## config.mk

```make
export PLATFORM = sky130hd
export DESIGN_NAME = vaddr_region_decoder
export DESIGN_NICKNAME = d
export VERILOG_FILES = /design/src/rtl/vseg_pkg.sv /design/src/rtl/vseg_priv.sv /design/src/rtl/vseg_decode.sv /design/src/rtl/vaddr_region_decoder.sv
export SDC_FILE = /design/constraint.sdc
export NUM_CORES = 1
export LEC_CHECK = 0
export ABC_AREA = 1
export BUFFER_PORTS_ARGS = -buffer_cell sky130_fd_sc_hd__buf_4
export CAP_MARGIN = 20
export CORE_MARGIN = 2
export CORE_UTILIZATION = 23
export CTS_BUF_LIST = sky130_fd_sc_hd__clkbuf_8
export DETAILED_ROUTE_END_ITERATION = 16
export PLACE_DENSITY = 0.5
export RECOVER_POWER = 50
export SKIP_CTS_REPAIR_TIMING = 1
export SLEW_MARGIN = 20
export SYNTH_ARGS = -nofsm -noshare
export SYNTH_HDL_FRONTEND = slang
export SYNTH_SLANG_ARGS = --single-unit
```

## constraint.sdc

```tcl
create_clock -name clk -period 1.73 [get_ports clk]
set_input_delay 0.0865 -clock clk [delete_from_list [all_inputs] [get_ports clk]]
set_output_delay 0.0865 -clock clk [all_outputs]
set_load 0.05 [all_outputs]
```

## src/rtl/vseg_pkg.sv

```systemverilog
package vseg_pkg;
  typedef enum logic [1:0] {
    PRIV_KERN = 2'b00,
    PRIV_SUP  = 2'b01,
    PRIV_USER = 2'b10
  } priv_e;

  localparam int CAUSE_W = 5;
  localparam logic [CAUSE_W-1:0] CAUSE_NONE  = 5'd0;
  localparam logic [CAUSE_W-1:0] CAUSE_LOAD  = 5'd4;
  localparam logic [CAUSE_W-1:0] CAUSE_STORE = 5'd5;

  typedef struct packed {
    logic direct;
    logic use_tlb;
    logic addr_err;
  } seg_class_t;
endpackage

```

## src/rtl/vseg_priv.sv

```systemverilog
module vseg_priv
  import vseg_pkg::*;
(
  input  logic [1:0] ksu,
  input  logic       exl,
  input  logic       erl,
  input  logic       ux,
  input  logic       sx,
  input  logic       kx,
  output priv_e      mode,
  output logic       wide
);
  always_comb begin
    if (exl || erl) begin
      mode = PRIV_KERN;
    end else begin
      unique case (ksu)
        2'b00:   mode = PRIV_KERN;
        2'b01:   mode = PRIV_SUP;
        default: mode = PRIV_USER;
      endcase
    end
  end

  always_comb begin
    unique case (mode)
      PRIV_KERN: wide = kx;
      PRIV_SUP:  wide = sx;
      default:   wide = ux;
    endcase
  end
endmodule

```

## src/rtl/vseg_decode.sv

```systemverilog
module vseg_decode
  import vseg_pkg::*;
#(
  parameter int VA_W     = 64,
  parameter int PA_W     = 44,
  parameter int DIRECT_W = 29,
  parameter bit PASS_EN  = 1'b1
) (
  input  logic [VA_W-1:0]    va,
  input  logic               wr,
  input  logic               kern,
  output seg_class_t         cls,
  output logic [PA_W-1:0]    paddr,
  output logic [CAUSE_W-1:0] cause
);
  localparam int HALF = VA_W / 2;

  logic            phys_hit;
  logic            low_hit;
  logic            need_ext;
  logic [VA_W-1:0] ext_va;
  logic            kwin_hit;

  generate
    if (PASS_EN) begin : g_pass
      assign phys_hit = (va[VA_W-1 -: 2] == 2'b10);
    end else begin : g_nopass
      assign phys_hit = 1'b0;
    end
  endgenerate

  assign low_hit  = (va[VA_W-1:HALF-1] == '0);
  assign need_ext = (va[VA_W-1:HALF] == '0) && va[HALF-1];
  assign ext_va   = need_ext ? {{HALF{1'b1}}, va[HALF-1:0]} : va;
  assign kwin_hit = (&ext_va[VA_W-1:HALF-1]) && !ext_va[HALF-2];

  always_comb begin
    cls   = '0;
    paddr = '0;
    cause = CAUSE_NONE;
    if (phys_hit) begin
      cls.direct = 1'b1;
      paddr      = va[PA_W-1:0];
    end else if (low_hit) begin
      cls.use_tlb = 1'b1;
    end else if (kern) begin
      if (kwin_hit) begin
        cls.direct = 1'b1;
        paddr      = PA_W'(ext_va[DIRECT_W-1:0]);
      end else begin
        cls.use_tlb = 1'b1;
      end
    end else begin
      cls.addr_err = 1'b1;
      cause        = wr ? CAUSE_STORE : CAUSE_LOAD;
    end
  end
endmodule

```

## src/rtl/vaddr_region_decoder.sv

```systemverilog
module vaddr_region_decoder
  import vseg_pkg::*;
#(
  parameter int VA_W     = 64,
  parameter int PA_W     = 44,
  parameter int DIRECT_W = 29,
  parameter bit PASS_EN  = 1'b1
) (
  input  logic                clk,
  input  logic                rst,
  input  logic [1:0]          ksu_i,
  input  logic                exl_i,
  input  logic                erl_i,
  input  logic                ux_i,
  input  logic                sx_i,
  input  logic                kx_i,
  input  logic [VA_W-1:0]     vaddr_i,
  input  logic                wr_i,
  output logic [1:0]          mode_o,
  output logic                wide_o,
  output logic                direct_o,
  output logic [PA_W-1:0]     paddr_o,
  output logic                use_tlb_o,
  output logic                addr_err_o,
  output logic [CAUSE_W-1:0]  cause_o
);
  priv_e              mode_c;
  logic               wide_c;
  seg_class_t         cls_c;
  logic [PA_W-1:0]    paddr_c;
  logic [CAUSE_W-1:0] cause_c;

  vseg_priv u_priv (
    .ksu  (ksu_i),
    .exl  (exl_i),
    .erl  (erl_i),
    .ux   (ux_i),
    .sx   (sx_i),
    .kx   (kx_i),
    .mode (mode_c),
    .wide (wide_c)
  );

  vseg_decode #(
    .VA_W     (VA_W),
    .PA_W     (PA_W),
    .DIRECT_W (DIRECT_W),
    .PASS_EN  (PASS_EN)
  ) u_dec (
    .va    (vaddr_i),
    .wr    (wr_i),
    .kern  (mode_c == PRIV_KERN),
    .cls   (cls_c),
    .paddr (paddr_c),
    .cause (cause_c)
  );

  always_ff @(posedge clk) begin
    if (rst) begin
      mode_o     <= '0;
      wide_o     <= 1'b0;
      direct_o   <= 1'b0;
      paddr_o    <= '0;
      use_tlb_o  <= 1'b0;
      addr_err_o <= 1'b0;
      cause_o    <= '0;
    end else begin
      mode_o     <= mode_c;
      wide_o     <= wide_c;
      direct_o   <= cls_c.direct;
      paddr_o    <= paddr_c;
      use_tlb_o  <= cls_c.use_tlb;
      addr_err_o <= cls_c.addr_err;
      cause_o    <= cause_c;
    end
  end
endmodule

```

=== After elaboration in Yosys (flattened, before gate mapping) ===
Cells that the tools add are included.

* Register bits after elaboration: 55
* Output and inout bits: 55
* Word-level logic and storage cells: 38

* Eq/ne operators: 3
* Muxes and demuxes: 16
* Reductions and logical operators: 12

{| class="wikitable"
|+ Operator list
! operator !! number
|-
| $mux 44 || 3
|-
| $mux 64 || 1
|-
| $logic_not 33->1 || 1
|-
| $reduce_and 33->1 || 1
|-
| $logic_not 32->1 || 1
|-
| $mux 29 || 1
|-
| $mux 1 || 7
|-
| $eq 2x1->1 const B || 2
|-
| $logic_not 2->1 || 2
|-
| $mux 2 || 2
|-
| $pmux 2 s2 || 1
|-
| $reduce_or 4->1 || 1
|-
| $reduce_or 3->1 || 1
|-
| $eq 2x2->1 const B || 1
|-
| $logic_and 1x1->1 || 2
|-
| $pmux 1 s2 || 1
|-
| $reduce_or 2->1 || 1
|-
| $logic_not 1->1 || 1
|-
| $logic_or 1x1->1 || 1
|}

=== Longest topological paths before layout ===
Gate-level depths: netlist (run 1).

* Depth in word-level cells: 9
* Gate-level depth with buffers: 11
* Gate-level depth less buffers: 10

=== Modules after synthesis ===
From an unflattened synthesis (run 1), not the netlist that was laid out.

* Cell total of the unflattened synthesis: 363
* Area total of the unflattened synthesis: 2,513.7 um^2

{| class="wikitable"
|+ By module, submodules not included
! module !! instances !! cells an instance !! area an instance (um^2) !! seq. area each (um^2)
|-
| vaddr_region_decoder || 1 || 172 || 1,585.3 || 1,101.1
|-
| vseg_decode || 1 || 181 || 877.1 || 0.0
|-
| vseg_priv || 1 || 10 || 51.3 || 0.0
|}

=== Worst setup path before layout (run 1) ===
OpenSTA, ideal clock, no wires.

* Path kind: input port to flip-flop
* From: in vaddr_i[34]
* To: reg paddr_o[10]
* Setup time: 62 ps
* Arrival: 998 ps
* Data required time: 1,668 ps
* Slack: 671 ps
* Stages on the path: 10
* Buffers on the path: 1
* Path through: nor2_1 -> nand2_1 -> nor2_2 -> nand2_1 -> o21ai_2 -> nand3_2 -> nand2_4 -> nand2_4 -> buf_6 -> nor2_2

* Word-level cells in the longest chain between the ends: 9
* Elaborated cells on any way between the ends: 10
* Those cells by class: 5 x mux; 5 x reduce/logical

{| class="wikitable"
|+ Ends and longest elaborated chain
! what !! RTL line !! text
|-
| from (decl) || vaddr_region_decoder.sv:17 || <nowiki>input logic [VA_W-1:0] vaddr_i,</nowiki>
|-
| $logic_not 32->1 || vseg_decode.sv:33 || <nowiki>assign need_ext = (va[VA_W-1:HALF] == '0) && va[HALF-1];</nowiki>
|-
| $logic_and 1x1->1 || vseg_decode.sv:33 ||
|-
| $mux 64 || vseg_decode.sv:34 || <nowiki>assign ext_va = need_ext ? {{HALF{1'b1}}, va[HALF-1:0]} : va;</nowiki>
|-
| $reduce_and 33->1 || vseg_decode.sv:35 || <nowiki>assign kwin_hit = (&ext_va[VA_W-1:HALF-1]) && !ext_va[HALF-2];</nowiki>
|-
| $logic_and 1x1->1 || vseg_decode.sv:35 ||
|-
| $mux 29 || vseg_decode.sv:47 || <nowiki>if (kwin_hit) begin</nowiki>
|-
| $mux 44 || vseg_decode.sv:46 || <nowiki>end else if (kern) begin</nowiki>
|-
| $mux 44 (*) || vseg_decode.sv:44 || <nowiki>end else if (low_hit) begin</nowiki>
|-
| $mux 44 (*) || vseg_decode.sv:41 || <nowiki>if (phys_hit) begin</nowiki>
|-
| to (signal assigned) || vaddr_region_decoder.sv:71 || <nowiki>paddr_o <= paddr_c;</nowiki>
|-
| to (decl) || vaddr_region_decoder.sv:22 || <nowiki>output logic [PA_W-1:0] paddr_o,</nowiki>
|}

Mark *: on every way between the ends. The rest lies on a longest branch, timed or not.
A chain may end at the register's enable or synchronous reset.

==> results of run 1 <==
[layout make-up]
cell class | instances | area, µm² | share of cell area
clock inverters | 3 | 42.5 | 0.0144
flip-flops and latches | 52 | 1040 | 0.351
multi-input cells | 151 | 676 | 0.228
inverters | 36 | 135 | 0.0456
clock buffers | 5 | 68.8 | 0.0232
well taps | 105 | 131 | 0.0443
repair buffers | 136 | 870 | 0.293
[cells by family after synthesis]
family                 after synthesis  synth area share
AND/OR/NAND/NOR                    143             0.330
buffers and inverters               44             0.104
other                                1           0.00197
AO/OA/AOI/OAI                        5            0.0177
flip-flops                          52             0.546
[placed cells by master, fill, tap and decap left out, types with 2 or more instances in the layout]
| cell | instances |
|---|---|
| clkbuf_1 | 47 |
| nor2_2 | 18 |
| nor2_4 | 2 |
| dfxtp_1 | 52 |
| buf_4 | 79 |
| dlygate4sd3_1 | 10 |
| o211ai_1 | 2 |
| or2_2 | 2 |
| clkbuf_8 | 5 |
| nor2_1 | 61 |
| nand2_4 | 2 |
| nand2_1 | 54 |
| conb_1 | 3 |
| inv_1 | 36 |
[per-layer routing]
layer  wire length, µm  up-vias  GRT usage
met5                 0        -          0
met4                53        0     0.0326
met3               524        6     0.0490
met2              2330       68      0.169
met1              2000      769      0.106
li1                  -      973          -
[where the power goes]
part | total (mW) | switching [mW] | internal [mW]
logic | 0.436 | 0.265 | 0.172
registers | 1.24 | 0.00832 | 1.23
clock network | 0.827 | 0.396 | 0.432
[worst max-delay path by stage]
| stage | start | to | slack, ns | cells after the start |
|---|---|---|---|---|
| 2_1_floorplan | vaddr_i[34] | paddr_o[10]$_SDFF_PP0_ | 0.67 | 10 |
| 3_3_place_gp | vaddr_i[34] | paddr_o[28]$_SDFF_PP0_ | 0.41 | 10 |
| 3_5_place_dp | vaddr_i[34] | paddr_o[3]$_SDFF_PP0_ | 0.40 | 10 |
| 4_1_cts | vaddr_i[34] | paddr_o[3]$_SDFF_PP0_ | 0.72 | 10 |
| 5_1_grt | rst | paddr_o[42]$_SDFF_PP0_ | 0.38 | 5 |
| 6_report | rst | paddr_o[1]$_SDFF_PP0_ | 0.51 | 6 |
[state kept, by name, summed over array words and instances, names as in the netlist]
| signal | cells |
|---|---|
| cause_o | 2 |
| addr_err_o | 1 |
| mode_o | 2 |
| direct_o | 1 |
| use_tlb_o | 1 |
| wide_o | 1 |
| paddr_o | 44 |
[per-stage QoR]
| stage | cell area, µm² | utilization | hold WS [ns] | worst slack [ns] | power [mW] |
|---|---|---|---|---|---|
| 2_1_floorplan | 1920 | - | 0.158 | 0.671 | 1.51 |
| 3_3_place_gp | 2930 | 0.360 | 0.267 | 0.406 | 1.72 |
| 3_5_place_dp | 2930 | 0.360 | 0.266 | 0.403 | 1.72 |
| 4_1_cts | 3040 | 0.374 | -0.0644 | 0.722 | 2.56 |
| 5_1_grt | 2960 | 0.364 | 0.00299 | 0.383 | 2.62 |
| 6_report | 2960 | 0.364 | -0.000472 | 0.514 | 2.50 |
==> flow_metrics.env, run 1 <==
export IMPL_status="complete, but fails checks"
export IMPL_violations="negative hold slack"
export IMPL_synth_edf_count=0
export IMPL_power_density_mw_per_mm2=844
export IMPL_cpMaxStageDelayCell="dlygate4sd3_1"
export IMPL_viasPerCell=3.72
export IMPL_drc=0
export IMPL_fin_hold_ws_ns=-0.000472
export IMPL_antenna_left=0
export IMPL_nFillCells=921
export IMPL_endpoint_kind="flop"
export IMPL_tns_ns=0
export IMPL_instances_no_fill=488
export IMPL_rsz0062_at_grt="false"
export IMPL_finalCritPeriodShare=0.703
export IMPL_finalHoldViolCount=1
export IMPL_yosysWarnings=0
export IMPL_clockBufferDepth=2
export IMPL_antenna_found_initial=0
export IMPL_ys_seq_elements=52
export IMPL_clock_fmax_ghz=0.822
export IMPL_crit_chain="dlygate4sd3_1 > clkbuf_1 > inv_1 > buf_4 > nand2_4 > nor2_1"
export IMPL_io_pins=129
export IMPL_first_global_vias=1577
export IMPL_grt_max_degree=17
export IMPL_vdd_drop_max_v=0.000311
export IMPL_grt_overflow=0
export IMPL_cellLeakagePower_nw=1.43
export IMPL_grt_pass1_wl_um=6870
export IMPL_slew_viol_final=0
export IMPL_vias=1816
export IMPL_drive_above_1_share=0.295
export IMPL_synth_area_leaders="dfxtp_1, nor2_1, nand2_1, inv_1, nor2_2"
export IMPL_synth_most_common_cell="nor2_1"
export IMPL_crit_type="input pin to flop"
export IMPL_worst_pin_slew_ns=0.644
export IMPL_dieWidth_um=95.1
export IMPL_grt_use_total=0.0989
export IMPL_synthTopCellsByCount="nor2_1, nand2_1, dfxtp_1"
export IMPL_syn_inst=245
export IMPL_dieArea_mm2=0.00904
export IMPL_insertedDiodeCount=0
export IMPL_yosys_area_top_type="dfxtp_1"
export IMPL_first_pass_iters=4
export IMPL_cts_tree="built"
export IMPL_hp_start="vaddr_i[0]"
export IMPL_drt_initial_drc_count=37
export IMPL_critPathMaxStageDelay_ns=0.53
export IMPL_rows=33
export IMPL_dp_hpwl_um=3850
export IMPL_syn_area_mm2=0.00191
export IMPL_gp_congestion=0.669
export IMPL_critical_path_top_delay_family="buffers and inverters"
export IMPL_layout_nets=456
export IMPL_yosys_cell_types_count=21
export IMPL_cp_arrival_ns=1.46
export IMPL_hold_path_end="paddr_o[0]$_SDFF_PP0_"
export IMPL_finalSetupViolCount=0
export IMPL_syn_area_per_cell_um2=7.79
export IMPL_slew_headroom=0.572
export IMPL_synth_top_area_frac=0.546
export IMPL_period_needed_ns=1.22
export IMPL_cts_buffers=5
export IMPL_whs_path_depth=3
export IMPL_cts_root_buf="clkbuf_8"
export IMPL_hp_class="input pin to flop"
export IMPL_syn2layout_area_growth_pct=55.3
export IMPL_cp_num_buf_inv=4
export IMPL_critPathMaxFanout=16
export IMPL_synth_seq_area_share=0.546
export IMPL_max_cap_violations=0
export IMPL_port_buffers=125
export IMPL_ys_flop_type="dfxtp_1"
export IMPL_worstPathRequired_ns=1.97
export IMPL_wl_per_cell_um=10.1
export IMPL_async_flop_share=0
export IMPL_cts_sinks=52
export IMPL_clk_pin_slew_ns=0.09
export IMPL_core_mm2=0.00813
export IMPL_h_tree_depth=2
export IMPL_wl_um=4910
export IMPL_fp_dieH_um=95.1
export IMPL_cp_start_kind="input pin"
export IMPL_start_util=0.235
export IMPL_place_inst=470
Power figures use the tool's default switching activity.
==> inputs of run 2 (changes only) <==
- clock period: 1.73 -> 1.15 ns (I/O delays scaled with it)
==> flow_metrics.env, run 2 (synthesized netlist as in run 1, its figures left out) <==
export IMPL_multi_input_area_um2=676
export IMPL_cts_buffers=5
export IMPL_dp_hpwl_um=3910
export IMPL_drc=0
export IMPL_fin_hold_ws_ns=-0.00961
export IMPL_cellLeakagePower_nw=1.78
export IMPL_violations="negative hold slack"
export IMPL_cp_num_buf_inv=1
export IMPL_wl_per_cell_um=9.88
export IMPL_cts_root_buf="clkbuf_8"
export IMPL_critPathMaxStageDelay_ns=0.17
export IMPL_cts_tree="built"
export IMPL_core_mm2=0.00813
export IMPL_drt_initial_drc_count=27
export IMPL_vias=2011
export IMPL_placed_area_mm2=0.00299
export IMPL_antenna_left=0
export IMPL_clockBufferDepth=2
export IMPL_first_global_vias=1678
export IMPL_rsz0062_at_grt="true"
export IMPL_insertedDiodeCount=0
export IMPL_regMostFlops="paddr_o"
export IMPL_cpMaxStageDelayCell="o21ai_2"
export IMPL_cts_sinks=52
export IMPL_nFillCells=831
export IMPL_power_density_mw_per_mm2=1060
export IMPL_vdd_drop_max_v=0.000461
export IMPL_largest_reg_flops=44
export IMPL_clock_fmax_ghz=0.995
export IMPL_antenna_found_initial=0
export IMPL_grt_overflow=0
export IMPL_max_cap_violations=0
export IMPL_port_buffers=125
export IMPL_wl_um=5210
export IMPL_rows=33
export IMPL_h_tree_depth=2
export IMPL_grt_max_degree=18
export IMPL_crit_start="vaddr_i[34]"
export IMPL_slew_headroom=0.591
export IMPL_critPathMaxFanout=15
export IMPL_slew_viol_final=0
export IMPL_syn2layout_area_growth_pct=83.8
export IMPL_final_seq_area_mm2=0.00104
export IMPL_first_pass_iters=4
export IMPL_fp_dieH_um=95.1
export IMPL_grt_pass1_wl_um=7270
export IMPL_top_regs="paddr_o: 44 flops, cause_o: 2 flops, mode_o: 2 flops"
export IMPL_crit_chain="buf_4 > nor2_1 > nand2_1 > nor2_2 > nand2_1 > o21ai_2 > nand3_2 > nand2_4 > nand2_4 > nor2_1"
export IMPL_dieArea_mm2=0.00904
export IMPL_final_area_mm2=0.00351
export IMPL_gp_congestion=0.706
export IMPL_final_cell_mix="buf_4, nor2_1, nand2_1"
export IMPL_drive_above_1_share=0.392
export IMPL_io_pins=129
export IMPL_crit_type="input pin to flop"
export IMPL_cp_arrival_ns=1.24
export IMPL_endpoint_kind="flop"
export IMPL_status="complete, but fails checks"
export IMPL_finalHoldViolCount=1
export IMPL_cp_start_kind="input pin"
export IMPL_path_depth=10
export IMPL_worst_pin_slew_ns=0.613
export IMPL_hp_start="vaddr_i[38]"
export IMPL_fin_total_pwr_mw=3.71
export IMPL_final_common_cell="buf_4"
export IMPL_critical_path_top_delay_family="simple AND/OR/NAND/NOR gates"
export IMPL_layout_nets=496
export IMPL_hp_class="input pin to flop"
export IMPL_finalCritPeriodShare=0.874
export IMPL_worstPathRequired_ns=1.39
export IMPL_period_needed_ns=1.01
export IMPL_clk_pin_slew_ns=0.10
export IMPL_finalSetupViolCount=0
export IMPL_grt_use_total=0.104
export IMPL_start_util=0.235
export IMPL_whs_path_depth=3
export IMPL_dieWidth_um=95.1
export IMPL_viasPerCell=3.81
## run 2: cell count changes in the layout (fill, tap and decap cells not counted), sizes merged
cell	delta
dlygate4sd3	+33
buf	+51
clkbuf	-44
clkinvlp	+1
clkinv	+1
inv	-1
bufinv	-1
## run 2: area by class of cell
type	count	area share
Multi-Input combinational cell	151	0.193
Clock inverter	3	0.00606
Clock buffer	5	0.0196
Sequential cell	52	0.297
Timing Repair Buffer	176	0.409
Inverter	36	0.0385
Tap cell	105	0.0375
## run 2: stage by stage
stage / instances / setup WS (ns) / util / TNS [ns] / hold WS (ns)
4_1_cts: 485 / 0.155 / 0.379 / 0 / -0.0918
3_5_place_dp: 477 / -0.162 / 0.368 / -4.13 / 0.240
6_report: 528 / 0.145 / 0.431 / 0 / -0.00961
2_1_floorplan: 247 / 0.120 / - / 0 / 0.129
3_3_place_gp: 477 / -0.143 / 0.368 / -4.04 / 0.241
5_1_grt: 528 / -0.0206 / 0.431 / -0.0572 / 0.00206
## run 2: path summary, 6_finish.rpt
path	endpoint	slack, ns
min	paddr_o[38]$_SDFF_PP0_	-0.01
max	paddr_o[1]$_SDFF_PP0_	0.14
## run 2: power breakdown
group	internal [mW]	switching, mW	leakage, nW
combinational	0.383	0.419	1.31
sequential	1.85	0.0132	0.424
clock	0.433	0.614	0.0445
total	2.67	1.05	1.78
## run 2: routing by layer
| metal | global-route usage | vias up | part of all wire |
|---|---|---|---|
| met5 | 0 | - | 0 |
| met4 | 0.0338 | 0 | 0.015 |
| met3 | 0.0443 | 7 | 0.079 |
| met2 | 0.178 | 68 | 0.51 |
| met1 | 0.115 | 882 | 0.40 |
| li1 | - | 1054 | - |
==> inputs of run 3 (changes only) <==
==> constraint.sdc (replaced) <==
create_clock -name clk -period 1.15 [get_ports clk]
set_input_delay 0.1725 -clock clk [delete_from_list [all_inputs] [get_ports clk]]
set_output_delay 0.1725 -clock clk [all_outputs]
set_load 0.05 [all_outputs]
==> flow_metrics.env, run 3 (synthesized netlist as in run 1, its figures left out) <==
export IMPL_status="finished clean"
export IMPL_vdd_drop_max_v=0.000461
export IMPL_finalCritPeriodShare=0.921
export IMPL_start_util=0.235
export IMPL_final_seq_area_mm2=0.00104
export IMPL_cts_buffers=5
export IMPL_drc=0
export IMPL_endpoint_kind="flop"
export IMPL_dp_hpwl_um=3850
export IMPL_rsz0062_at_grt="true"
export IMPL_antenna_found_initial=0
export IMPL_placed_area_mm2=0.00299
export IMPL_wl_um=4940
export IMPL_worstPathRequired_ns=1.40
export IMPL_whs_path_depth=2
export IMPL_clockBufferDepth=2
export IMPL_finalSetupViolCount=0
export IMPL_final_area_mm2=0.00329
export IMPL_regMostFlops="paddr_o"
export IMPL_syn2layout_area_growth_pct=72.5
export IMPL_dieWidth_um=95.1
export IMPL_cts_sinks=52
export IMPL_hp_start="rst"
export IMPL_cp_arrival_ns=1.31
export IMPL_dieArea_mm2=0.00904
export IMPL_antenna_left=0
export IMPL_crit_type="input pin to flop"
export IMPL_finalHoldViolCount=0
export IMPL_cts_root_buf="clkbuf_8"
export IMPL_critPathMaxFanout=8
export IMPL_port_buffers=125
export IMPL_rows=33
export IMPL_grt_pass1_wl_um=7190
export IMPL_cellLeakagePower_nw=1.65
export IMPL_drive_above_1_share=0.521
export IMPL_io_pins=129
export IMPL_grt_use_total=0.103
export IMPL_h_tree_depth=2
export IMPL_period_needed_ns=1.06
export IMPL_hold_path_end="mode_o[0]$_SDFF_PP0_"
export IMPL_cts_tree="built"
export IMPL_clk_pin_slew_ns=0.10
export IMPL_fin_util=0.405
export IMPL_drt_initial_drc_count=13
export IMPL_insertedDiodeCount=0
export IMPL_fp_dieH_um=95.1
export IMPL_multi_input_area_um2=831
export IMPL_wl_per_cell_um=10.2
export IMPL_final_cell_mix="buf_4, dfxtp_1, nand2_1"
export IMPL_largest_reg_flops=44
export IMPL_power_density_mw_per_mm2=1180
export IMPL_final_common_cell="buf_4"
export IMPL_grt_max_degree=17
export IMPL_core_mm2=0.00813
export IMPL_gp_congestion=0.693
export IMPL_first_pass_iters=4
export IMPL_top_regs="paddr_o: 44 flops, cause_o: 2 flops, mode_o: 2 flops"
export IMPL_first_global_vias=1685
export IMPL_slew_viol_final=0
export IMPL_max_cap_violations=0
export IMPL_layout_nets=455
export IMPL_hp_class="input pin to flop"
export IMPL_viasPerCell=3.81
export IMPL_vias=1857
export IMPL_grt_overflow=0
export IMPL_cp_start_kind="input pin"
export IMPL_nFillCells=873
export IMPL_clock_fmax_ghz=0.944
[run 3: cell count changes in the layout (fill, tap and decap cells not counted), moves of 2 or more]
cell | before | now
buf_6 | 0 | 9
nand2_2 | 0 | 7
clkbuf_1 | 2 | 0
buf_4 | 129 | 123
nand2_1 | 54 | 47
nor2_2 | 18 | 29
nor2_4 | 2 | 14
nor2_1 | 61 | 38
dlygate4sd3_1 | 43 | 0
[run 3: cell type report]
class,count,share of cell area
flip-flops and latches,52,0.316
repair buffers,134,0.315
multi-input cells,152,0.252
inverters,36,0.0426
well taps,105,0.0399
clock buffers,5,0.0209
clock inverters,3,0.0129
[run 3: worst max path at each step]
stage / from / endpoint / slack (ns) / cells after the start
floorplan: vaddr_i[34] / paddr_o[10]$_SDFF_PP0_ / 0.005 / 10
global placement: vaddr_i[34] / paddr_o[13]$_SDFF_PP0_ / -0.25 / 10
detailed placement: vaddr_i[32] / paddr_o[0]$_SDFF_PP0_ / -0.31 / 10
CTS: vaddr_i[34] / paddr_o[0]$_SDFF_PP0_ / 0.01 / 10
global route: vaddr_i[33] / paddr_o[2]$_SDFF_PP0_ / -0.02 / 10
finish: vaddr_i[33] / paddr_o[2]$_SDFF_PP0_ / 0.09 / 10
[run 3: where the power goes]
| part | leakage, nW | switching (mW) | internal (mW) | total (mW) |
|---|---|---|---|---|
| Combinational | 1.16 | 0.435 | 0.316 | 0.751 |
| Sequential | 0.424 | 0.0133 | 1.85 | 1.86 |
| Clock | 0.0599 | 0.627 | 0.650 | 1.28 |
[run 3: routing by layer]
metal / wire length, µm / up-vias / share of wire / track usage
li1: - / 974 / - / -
met1: 1980 / 805 / 0.40 / 0.112
met2: 2380 / 71 / 0.48 / 0.176
met3: 507 / 7 / 0.10 / 0.0474
met4: 78 / 0 / 0.016 / 0.0350
met5: 0 / - / 0 / 0
[run 3: metrics by stage]
step / worst slack [ns] / total power [mW] / cells / hold WS (ns) / TNS, ns
after floorplan: 0.00454 / 2.28 / 247 / 0.244 / 0
after global placement: -0.250 / 2.59 / 478 / 0.358 / -7.63
after detailed placement: -0.307 / 2.60 / 478 / 0.359 / -8.30
after CTS: 0.0131 / 3.89 / 486 / 0.0207 / 0
after global routing: -0.0225 / 4.07 / 487 / 0.0280 / -0.154
final: 0.0908 / 3.89 / 487 / 0.0320 / 0
[run 3: critical path, stage by stage]
cell and delay [ns]:
buf_4 0.13, nor2_4 0.08, nand2_2 0.07, nor2_2 0.09, nand2_1 0.07, o21ai_2 0.18
nand3_2 0.10, nand2_4 0.18, nand2_8 0.11, nor2_4 0.11
